### src/rtl/irq_entry_pkg.sv
package irq_entry_pkg;
  parameter int ADDR_W = 20;
  parameter int NUM_W  = 6;
  parameter int LVL_W  = 3;
  parameter int FLG_W  = 16;
  parameter int BYTE_W = 8;
  parameter int RD_W   = 16;

  parameter int FLG_DBG = 1;
  parameter int FLG_IEN = 6;
  parameter int FLG_USP = 7;
  parameter int IPL_LSB = 12;
  parameter int INFO_LVL_LSB = 8;

  typedef enum logic [3:0] {
    ST_IDLE, ST_INFO, ST_SAVE,
    ST_PUSH0, ST_PUSH1, ST_PUSH2, ST_PUSH3,
    ST_IPL, ST_VEC0, ST_VEC1, ST_VEC2, ST_LOAD
  } st_e;
endpackage

### src/rtl/irq_entry_fsm.sv
module irq_entry_fsm
  import irq_entry_pkg::*;
(
  input  logic clk_i,
  input  logic rst_ni,
  input  logic insn_done_i,
  input  logic str_susp_i,
  input  logic irq_pend_i,
  input  logic sw_req_i,
  input  logic queue_ok_i,
  output st_e  st_o,
  output logic accept_o,
  output logic hw_sel_o
);
  st_e  st_q, st_d;
  logic hw_go, sw_go;

  assign hw_go    = irq_pend_i && (insn_done_i || str_susp_i);
  assign sw_go    = sw_req_i && insn_done_i;
  assign accept_o = (st_q == ST_IDLE) && (hw_go || sw_go);
  assign hw_sel_o = hw_go;
  assign st_o     = st_q;

  always_comb begin
    st_d = st_q;
    unique case (st_q)
      ST_IDLE:  if (accept_o) st_d = hw_go ? ST_INFO : ST_SAVE;
      ST_INFO:  if (queue_ok_i) st_d = ST_SAVE;
      ST_SAVE:  st_d = ST_PUSH0;
      ST_PUSH0: st_d = ST_PUSH1;
      ST_PUSH1: st_d = ST_PUSH2;
      ST_PUSH2: st_d = ST_PUSH3;
      ST_PUSH3: st_d = ST_IPL;
      ST_IPL:   st_d = ST_VEC0;
      ST_VEC0:  st_d = ST_VEC1;
      ST_VEC1:  st_d = ST_VEC2;
      ST_VEC2:  st_d = ST_LOAD;
      ST_LOAD:  st_d = ST_IDLE;
      default:  st_d = ST_IDLE;
    endcase
  end

  always_ff @(posedge clk_i or negedge rst_ni) begin
    if (!rst_ni) st_q <= ST_IDLE;
    else         st_q <= st_d;
  end

  assert_hw_enters_info_R1: assert property (@(posedge clk_i) disable iff (!rst_ni)
    (st_q == ST_IDLE && irq_pend_i && (insn_done_i || str_susp_i)) |=> (st_q == ST_INFO));
  assert_sw_skips_info_R6: assert property (@(posedge clk_i) disable iff (!rst_ni)
    (st_q == ST_IDLE && !irq_pend_i && sw_req_i && insn_done_i) |=> (st_q == ST_SAVE));
  assert_info_waits_R4: assert property (@(posedge clk_i) disable iff (!rst_ni)
    (st_q == ST_INFO && !queue_ok_i) |=> (st_q == ST_INFO));
endmodule

### src/rtl/irq_entry_flags.sv
module irq_entry_flags
  import irq_entry_pkg::*;
(
  input  logic              clk_i,
  input  logic              rst_ni,
  input  st_e               st_i,
  input  logic              accept_i,
  input  logic              hw_sel_i,
  input  logic              queue_ok_i,
  input  logic [NUM_W-1:0]  sw_num_i,
  input  logic [FLG_W-1:0]  flg_i,
  input  logic [RD_W-1:0]   rdata_i,
  output logic [FLG_W-1:0]  flg_o,
  output logic              flg_we_o,
  output logic [FLG_W-1:0]  tmp_o,
  output logic [NUM_W-1:0]  num_o,
  output logic              u_sel_o
);
  logic [FLG_W-1:0] tmp_q, flg_save, flg_ipl;
  logic [NUM_W-1:0] num_q;
  logic [LVL_W-1:0] lvl_q;
  logic             sw_q, keep_u;
  logic             unused_rd;

  assign unused_rd = ^{rdata_i[RD_W-1:INFO_LVL_LSB+LVL_W], rdata_i[INFO_LVL_LSB-1:NUM_W]};

  always_ff @(posedge clk_i or negedge rst_ni) begin
    if (!rst_ni) begin
      tmp_q <= '0;
      num_q <= '0;
      lvl_q <= '0;
      sw_q  <= 1'b0;
    end else if (accept_i) begin
      tmp_q <= flg_i;
      sw_q  <= !hw_sel_i;
      if (!hw_sel_i) begin
        num_q <= sw_num_i;
        lvl_q <= flg_i[IPL_LSB +: LVL_W];
      end
    end else if (st_i == ST_INFO && queue_ok_i) begin
      num_q <= rdata_i[NUM_W-1:0];
      lvl_q <= rdata_i[INFO_LVL_LSB +: LVL_W];
    end
  end

  // upper half of the software number range keeps the stack select
  assign keep_u = sw_q && num_q[NUM_W-1];

  always_comb begin
    flg_save = tmp_q;
    flg_save[FLG_IEN] = 1'b0;
    flg_save[FLG_DBG] = 1'b0;
    if (!keep_u) flg_save[FLG_USP] = 1'b0;
    flg_ipl = flg_save;
    flg_ipl[IPL_LSB +: LVL_W] = lvl_q;
  end

  assign flg_o    = (st_i == ST_IPL) ? flg_ipl : flg_save;
  assign flg_we_o = (st_i == ST_SAVE) || (st_i == ST_IPL);
  assign tmp_o    = tmp_q;
  assign num_o    = num_q;
  assign u_sel_o  = flg_save[FLG_USP];

  assert_save_clears_R5: assert property (@(posedge clk_i) disable iff (!rst_ni)
    (st_i == ST_SAVE) |-> (flg_we_o && !flg_o[FLG_IEN] && !flg_o[FLG_DBG]));
  assert_hw_selects_isp_R5: assert property (@(posedge clk_i) disable iff (!rst_ni)
    (st_i == ST_SAVE && !sw_q) |-> !u_sel_o);
  assert_sw_keeps_u_R6: assert property (@(posedge clk_i) disable iff (!rst_ni)
    (st_i == ST_SAVE && sw_q && num_q[NUM_W-1]) |-> (u_sel_o == tmp_q[FLG_USP]));
  assert_level_loaded_R8: assert property (@(posedge clk_i) disable iff (!rst_ni)
    (st_i == ST_IPL) |-> (flg_we_o && flg_o[IPL_LSB +: LVL_W] == lvl_q));
endmodule

### src/rtl/irq_entry_bus.sv
module irq_entry_bus
  import irq_entry_pkg::*;
#(
  parameter logic [ADDR_W-1:0] FIX_BASE = 20'hFFF00
) (
  input  logic              clk_i,
  input  logic              rst_ni,
  input  st_e               st_i,
  input  logic              accept_i,
  input  logic              queue_ok_i,
  input  logic [ADDR_W-1:0] pc_i,
  input  logic [ADDR_W-1:0] isp_i,
  input  logic [ADDR_W-1:0] usp_i,
  input  logic [ADDR_W-1:0] vbase_i,
  input  logic [FLG_W-1:0]  tmp_i,
  input  logic [NUM_W-1:0]  num_i,
  input  logic              u_sel_i,
  input  logic [RD_W-1:0]   rdata_i,
  output logic [ADDR_W-1:0] addr_o,
  output logic              rd_o,
  output logic              wr_o,
  output logic [BYTE_W-1:0] wdata_o,
  output logic              irq_ack_o,
  output logic [ADDR_W-1:0] pc_o,
  output logic              pc_we_o,
  output logic [ADDR_W-1:0] sp_o,
  output logic              sp_we_o,
  output logic              sp_u_o,
  output logic              done_o
);
  localparam int VEC_BYTES = 3;
  localparam int PAD_W     = ADDR_W - NUM_W - 2;

  logic [ADDR_W-1:0] pc_q, sp_q, vec_base, vec_addr;
  logic [BYTE_W-1:0] vb_q [VEC_BYTES];
  logic              unused_bus;

  assign unused_bus = ^{rdata_i[RD_W-1:BYTE_W], tmp_i[IPL_LSB-1:BYTE_W]};

  assign vec_base = num_i[NUM_W-1] ? vbase_i : FIX_BASE;
  assign vec_addr = vec_base + {{PAD_W{1'b0}}, num_i, 2'b00};

  always_ff @(posedge clk_i or negedge rst_ni) begin
    if (!rst_ni) begin
      pc_q <= '0;
      sp_q <= '0;
    end else begin
      if (accept_i)         pc_q <= pc_i;
      if (st_i == ST_SAVE)  sp_q <= u_sel_i ? usp_i : isp_i;
    end
  end

  for (genvar k = 0; k < VEC_BYTES; k++) begin : g_vec
    st_e slot;
    assign slot = st_e'(ST_VEC0 + k);
    always_ff @(posedge clk_i or negedge rst_ni) begin
      if (!rst_ni)           vb_q[k] <= '0;
      else if (st_i == slot) vb_q[k] <= rdata_i[BYTE_W-1:0];
    end
  end

  always_comb begin
    addr_o    = '0;
    rd_o      = 1'b0;
    wr_o      = 1'b0;
    wdata_o   = '0;
    irq_ack_o = 1'b0;
    done_o    = 1'b0;
    unique case (st_i)
      ST_INFO: begin
        rd_o      = queue_ok_i;
        irq_ack_o = queue_ok_i;
      end
      ST_PUSH0: begin
        wr_o = 1'b1; addr_o = sp_q - ADDR_W'(2); wdata_o = tmp_i[BYTE_W-1:0];
      end
      ST_PUSH1: begin
        wr_o = 1'b1; addr_o = sp_q - ADDR_W'(1);
        wdata_o = {tmp_i[FLG_W-1:IPL_LSB], pc_q[ADDR_W-1:16]};
      end
      ST_PUSH2: begin
        wr_o = 1'b1; addr_o = sp_q - ADDR_W'(4); wdata_o = pc_q[7:0];
      end
      ST_PUSH3: begin
        wr_o = 1'b1; addr_o = sp_q - ADDR_W'(3); wdata_o = pc_q[15:8];
      end
      ST_VEC0: begin rd_o = 1'b1; addr_o = vec_addr; end
      ST_VEC1: begin rd_o = 1'b1; addr_o = vec_addr + ADDR_W'(1); end
      ST_VEC2: begin rd_o = 1'b1; addr_o = vec_addr + ADDR_W'(2); end
      ST_LOAD: done_o = 1'b1;
      default: ;
    endcase
  end

  assign pc_o    = {vb_q[2][ADDR_W-17:0], vb_q[1], vb_q[0]};
  assign pc_we_o = done_o;
  assign sp_o    = sp_q - ADDR_W'(4);
  assign sp_we_o = done_o;
  assign sp_u_o  = u_sel_i;

  assert_one_strobe_R7: assert property (@(posedge clk_i) disable iff (!rst_ni)
    !(rd_o && wr_o));
  assert_wait_silent_R4: assert property (@(posedge clk_i) disable iff (!rst_ni)
    (st_i == ST_INFO && !queue_ok_i) |-> (!rd_o && !irq_ack_o));
  assert_push_follows_save_R7: assert property (@(posedge clk_i) disable iff (!rst_ni)
    (st_i == ST_PUSH0) |-> (wr_o && $past(st_i == ST_SAVE)));
  assert_done_pulse_R10: assert property (@(posedge clk_i) disable iff (!rst_ni)
    done_o |=> !done_o);
  assert_done_after_vec_R10: assert property (@(posedge clk_i) disable iff (!rst_ni)
    done_o |-> (pc_we_o && sp_we_o && $past(st_i == ST_VEC2)));
endmodule

### src/rtl/irq_entry_seq.sv
module irq_entry_seq
  import irq_entry_pkg::*;
(
  input  logic              clk_i,
  input  logic              rst_ni,
  input  logic              insn_done_i,
  input  logic              str_susp_i,
  input  logic              irq_pend_i,
  input  logic              sw_req_i,
  input  logic [NUM_W-1:0]  sw_num_i,
  input  logic              queue_ok_i,
  input  logic [FLG_W-1:0]  flg_i,
  input  logic [ADDR_W-1:0] pc_i,
  input  logic [ADDR_W-1:0] isp_i,
  input  logic [ADDR_W-1:0] usp_i,
  input  logic [ADDR_W-1:0] vbase_i,
  output logic [ADDR_W-1:0] addr_o,
  output logic              rd_o,
  output logic              wr_o,
  output logic [BYTE_W-1:0] wdata_o,
  input  logic [RD_W-1:0]   rdata_i,
  output logic              irq_ack_o,
  output logic [FLG_W-1:0]  flg_o,
  output logic              flg_we_o,
  output logic [ADDR_W-1:0] pc_o,
  output logic              pc_we_o,
  output logic [ADDR_W-1:0] sp_o,
  output logic              sp_we_o,
  output logic              sp_u_o,
  output logic              done_o
);
  st_e              st;
  logic             accept, hw_sel, u_sel;
  logic [FLG_W-1:0] tmp_flg;
  logic [NUM_W-1:0] num;

  irq_entry_fsm u_fsm (
    .clk_i, .rst_ni, .insn_done_i, .str_susp_i, .irq_pend_i, .sw_req_i, .queue_ok_i,
    .st_o(st), .accept_o(accept), .hw_sel_o(hw_sel)
  );

  irq_entry_flags u_flags (
    .clk_i, .rst_ni, .st_i(st), .accept_i(accept), .hw_sel_i(hw_sel),
    .queue_ok_i, .sw_num_i, .flg_i, .rdata_i,
    .flg_o, .flg_we_o, .tmp_o(tmp_flg), .num_o(num), .u_sel_o(u_sel)
  );

  irq_entry_bus u_bus (
    .clk_i, .rst_ni, .st_i(st), .accept_i(accept), .queue_ok_i,
    .pc_i, .isp_i, .usp_i, .vbase_i, .tmp_i(tmp_flg), .num_i(num), .u_sel_i(u_sel),
    .rdata_i, .addr_o, .rd_o, .wr_o, .wdata_o, .irq_ack_o,
    .pc_o, .pc_we_o, .sp_o, .sp_we_o, .sp_u_o, .done_o
  );
endmodule

### config.mk
export PLATFORM = sky130hd
export DESIGN_NAME = irq_entry_seq
export DESIGN_NICKNAME = d
export VERILOG_FILES = /design/src/rtl/irq_entry_pkg.sv /design/src/rtl/irq_entry_fsm.sv /design/src/rtl/irq_entry_flags.sv /design/src/rtl/irq_entry_bus.sv /design/src/rtl/irq_entry_seq.sv
export SDC_FILE = /design/constraint.sdc
export NUM_CORES = 1
export LEC_CHECK = 0
export ABC_AREA = 1
export BUFFER_PORTS_ARGS = -buffer_cell sky130_fd_sc_hd__buf_2
export CAP_MARGIN = 5
export CELL_PAD_IN_SITES_DETAIL_PLACEMENT = 1
export CELL_PAD_IN_SITES_GLOBAL_PLACEMENT = 1
export CORE_UTILIZATION = 33
export CTS_BUF_LIST = sky130_fd_sc_hd__clkbuf_2 sky130_fd_sc_hd__clkbuf_4 sky130_fd_sc_hd__clkbuf_8
export DETAILED_ROUTE_END_ITERATION = 7
export PLACE_DENSITY = 0.9
export REMOVE_ABC_BUFFERS = 1
export SLEW_MARGIN = 5
export SYNTH_ARGS = -nofsm -noshare
export SYNTH_HDL_FRONTEND = slang
export SYNTH_SLANG_ARGS = --single-unit
### constraint.sdc
create_clock -name clk_i -period 2.6 [get_ports clk_i]
set_input_delay 0.13 -clock clk_i [delete_from_list [all_inputs] [get_ports clk_i]]
set_output_delay 0.13 -clock clk_i [all_outputs]
set_load 0.01 [all_outputs]
==> run summary <==
CTS tree -> done
Post-DR vias/cell -> 5.335
Setup WS pre-CTS -> -272.6 ps
Status -> complete, but fails checks
Fmax -> 316.9 MHz
FFs w/ async S/R, synth -> 100.0%
Drt pass-1 iters -> 7
Final Hold Vio Count -> 0
VDD IR-drop max -> 0.5188 mV
Most frequent cells in the layout -> 325 x nand2_1, 205 x buf_2, 116 x inv_1
Worst Path Arrival -> 3030 ps
Routed Antenna Nets -> 0
DRC errors left -> 0
Comb pwr share -> 68.8%
Syn Std Cell Area -> 7206 um2
Clock latency on the worst-skew pair -> 400 ps
Cell Pwr Density -> 1212 nW/um2
Post-synth EDFFs -> 0
Skew final -> 16.86 ps
Total number of vias -> 9224
Worst Max-Slew Pin Slew -> 643.2 ps
Slew margin rel. -> 57.06%
Sequential power share -> 21.4%
First-iteration detailed-routing DRC count -> 510
CTS H-tree lvls -> 3
Failing checks -> negative setup slack
Setup slack after layout -> -555.8 ps
Critical Path Sink Type -> output pin
Clock power frac -> 9.9%
Initial antenna violation count -> 3
Max-slew violation count -> 0
Syn avg cell area -> 6.349 um2
Setup TNS -> -6938 ps
Clock buffer depth -> 2
Root Driver -> clkbuf_8
Clock slew at reported path FFs -> 110 ps
Fin Hold WS -> 10.08 ps
GR Overflow Total -> 0
Inserted Clock Buffers -> 9
Mapped Cells -> 1135
Share of cells above drive strength 1 -> 33.79%
Synth cell types -> 53
Cell Rows -> 53
Switching Share -> 52.51%
Synth top area share -> 31.26%
Final Setup Violations -> 16
Final Critical Period -> 3156 ps
Post-placement cell area -> 8964 um2
Die ar. -> 22430 um2
Vias in the first global route -> 9661
Leak Pwr -> 5.415 nW
P_sw -> 6.656 mW
Final layout net count -> 1585
CTS sink count -> 90
Core Box Area -> 21220 um2
Area Overhead vs Synth -> 45.20%
RSZ-0062 raised after global routing -> true
Register area share after synthesis -> 31.26%
Yosys warning total -> 0
Seq cells post-synth -> 90
Die height -> 149.8 um
FF-to-FF setup slack -> 440 ps
Post-route cell area -> 10460 um2
Max Cap Violations -> 0
Cell Int Power -> 6.019 mW
# port buffers -> 209
WL final -> 32930 um
Detailed placement HPWL -> 23120 um
RD Place Congestion -> 0.9493
Initial Util -> 33.96%
Tot Pwr -> 12.68 mW
First-pass GRT wire length -> 49560 um
Fin crit share -> 121.4%
Die width -> 149.8 um
Largest net degree at the start of global routing -> 49
Worst Setup Start Kind -> flip-flop
WL/cell -> 19.05 um
Top FF cell, synth -> dfrtp_1
Data required, critical path -> 2470 ps
GRT Total Usage -> 28.47%
Maximum fanout along the worst path -> 6
Cells taking the most area after synthesis -> dfrtp_1 31%, nand2_1 19%, inv_1 6.6%
Worst min-delay path class -> in2reg
Commonest non-fill, non-tap cell in the layout -> nand2_1
Worst Path Class, Setup -> reg2out
Top cell type by total area after synthesis -> dfrtp_1
Number of I/O pins -> 217
[kinds of logic (layout without fill, tap and decap cells)]
| kind of cell | Yosys count | after routing | synth area share, % |
|---|---|---|---|
| AO/OA/AOI/OAI | 195 | 195 | 15.63 |
| XOR/XNOR | 15 | 15 | 1.823 |
| adder cells (fa/ha/maj) | 12 | 12 | 2.292 |
| buffers and inverters | 190 | 506 | 11.22 |
| flip-flops | 90 | 90 | 31.26 |
| other | 1 | 3 | 0.05204 |
| AND/OR/NAND/NOR | 632 | 633 | 37.73 |
[metrics by stage]
step / instances / util, %
after global routing: 1728 / 49.29
after global placement: 1649 / 42.24
after CTS: 1715 / 46.98
after floorplan: 1085 / -
after detailed placement: 1649 / 42.24
final: 1729 / 49.30
[cell type report]
type	count	area, um2
fillers	2803	10760
repair buffers	351	2322
flip-flops and latches	90	2253
well taps	275	344.1
diodes	1	2.502
inverters	139	536.8
clock buffers	9	123.9
multi-input cells	857	4757
clock inverters	7	122.6
[per-layer routing]
metal	GRT usage (%)	vias to the layer above	part of all wire, %	routed length [um]
li1	-	4305	-	-
met1	32.28	4483	38	12630
met2	51.88	343	51	16840
met3	5.976	89	6.7	2221
met4	10.81	4	3.7	1216
met5	0	-	0.055	18
[path summary, 6_finish.rpt]
kind	depth (start not counted)	start	end
setup / recovery	19	u_flags.num_o[5]	addr_o[14]
hold / removal	3	usp_i[7]	u_bus.sp_q[7]
setup reg to reg	10	u_fsm.st_o[3]	u_flags.tmp_o[6]
hold reg to reg	2	u_bus.pc_q[5]	u_bus.pc_q[5]
max in group asynchronous	3	rst_ni	u_bus.sp_q[15]
min in group asynchronous	2	rst_ni	u_flags.tmp_o[11]
[flip-flops by register name (all words and copies together) (netlist names)]
signal	flops
u_bus.pc_o	20
u_bus.pc_q	20
u_bus.sp_q	20
u_flags.tmp_o	16
u_flags.num_o	6
u_fsm.st_o	4
u_flags.lvl_q	3
u_flags.sw_q	1
[worst max-delay path, stage by stage (launching register included)]
cell and delay, ps:
dfrtp_2 450, nand2_2 70, inv_2 40, ha_4 150
fa_2 390, nand2_2 100, nand2_2 90, nand3_4 90
nand2_4 90, nand2_1 70, nand2_1 70, nand2_2 100
buf_4 140, nand2_4 70, nor2_4 190, nand3_1 120
nand2_1 80, nand3_1 70, nand3b_1 100, buf_2 140
[power groups by stage]
stage          registers, mW  clock network, mW  logic [mW]
3_5_place_dp            2.65                  0        7.33
5_1_grt                 2.79               1.31        9.47
6_report                2.71               1.25        8.72
4_1_cts                 2.64               1.27        7.83
3_3_place_gp            2.61                  0        7.06
2_1_floorplan           2.66                  0        3.98
[cell usage after synthesis, types with 8 or more instances]
master,count
a21oi_1,35
buf_2,8
buf_4,18
clkbuf_1,19
dfrtp_1,90
ha_1,10
inv_1,127
inv_2,10
nand2_1,360
nand2_2,16
nand3_1,74
nand4_1,19
nor2_1,114
nor2_2,10
nor3_1,14
o21ai_0,93
o22ai_1,26
xor2_1,13
[repair_timing]
| item | 4_1_cts | 5_1_grt |
|---|---|---|
| gates cloned | 1 | 0 |
| hold buffers | 45 | 0 |
| setup endpoints to repair | 18 | 19 |
| pin swaps | 44 | 48 |
| endpoints found under the hold margin | 86 | 0 |
| resized for setup | 78 | 99 |
| setup buffers | 4 | 14 |
No activity file was read; power rests on OpenSTA's default activity.
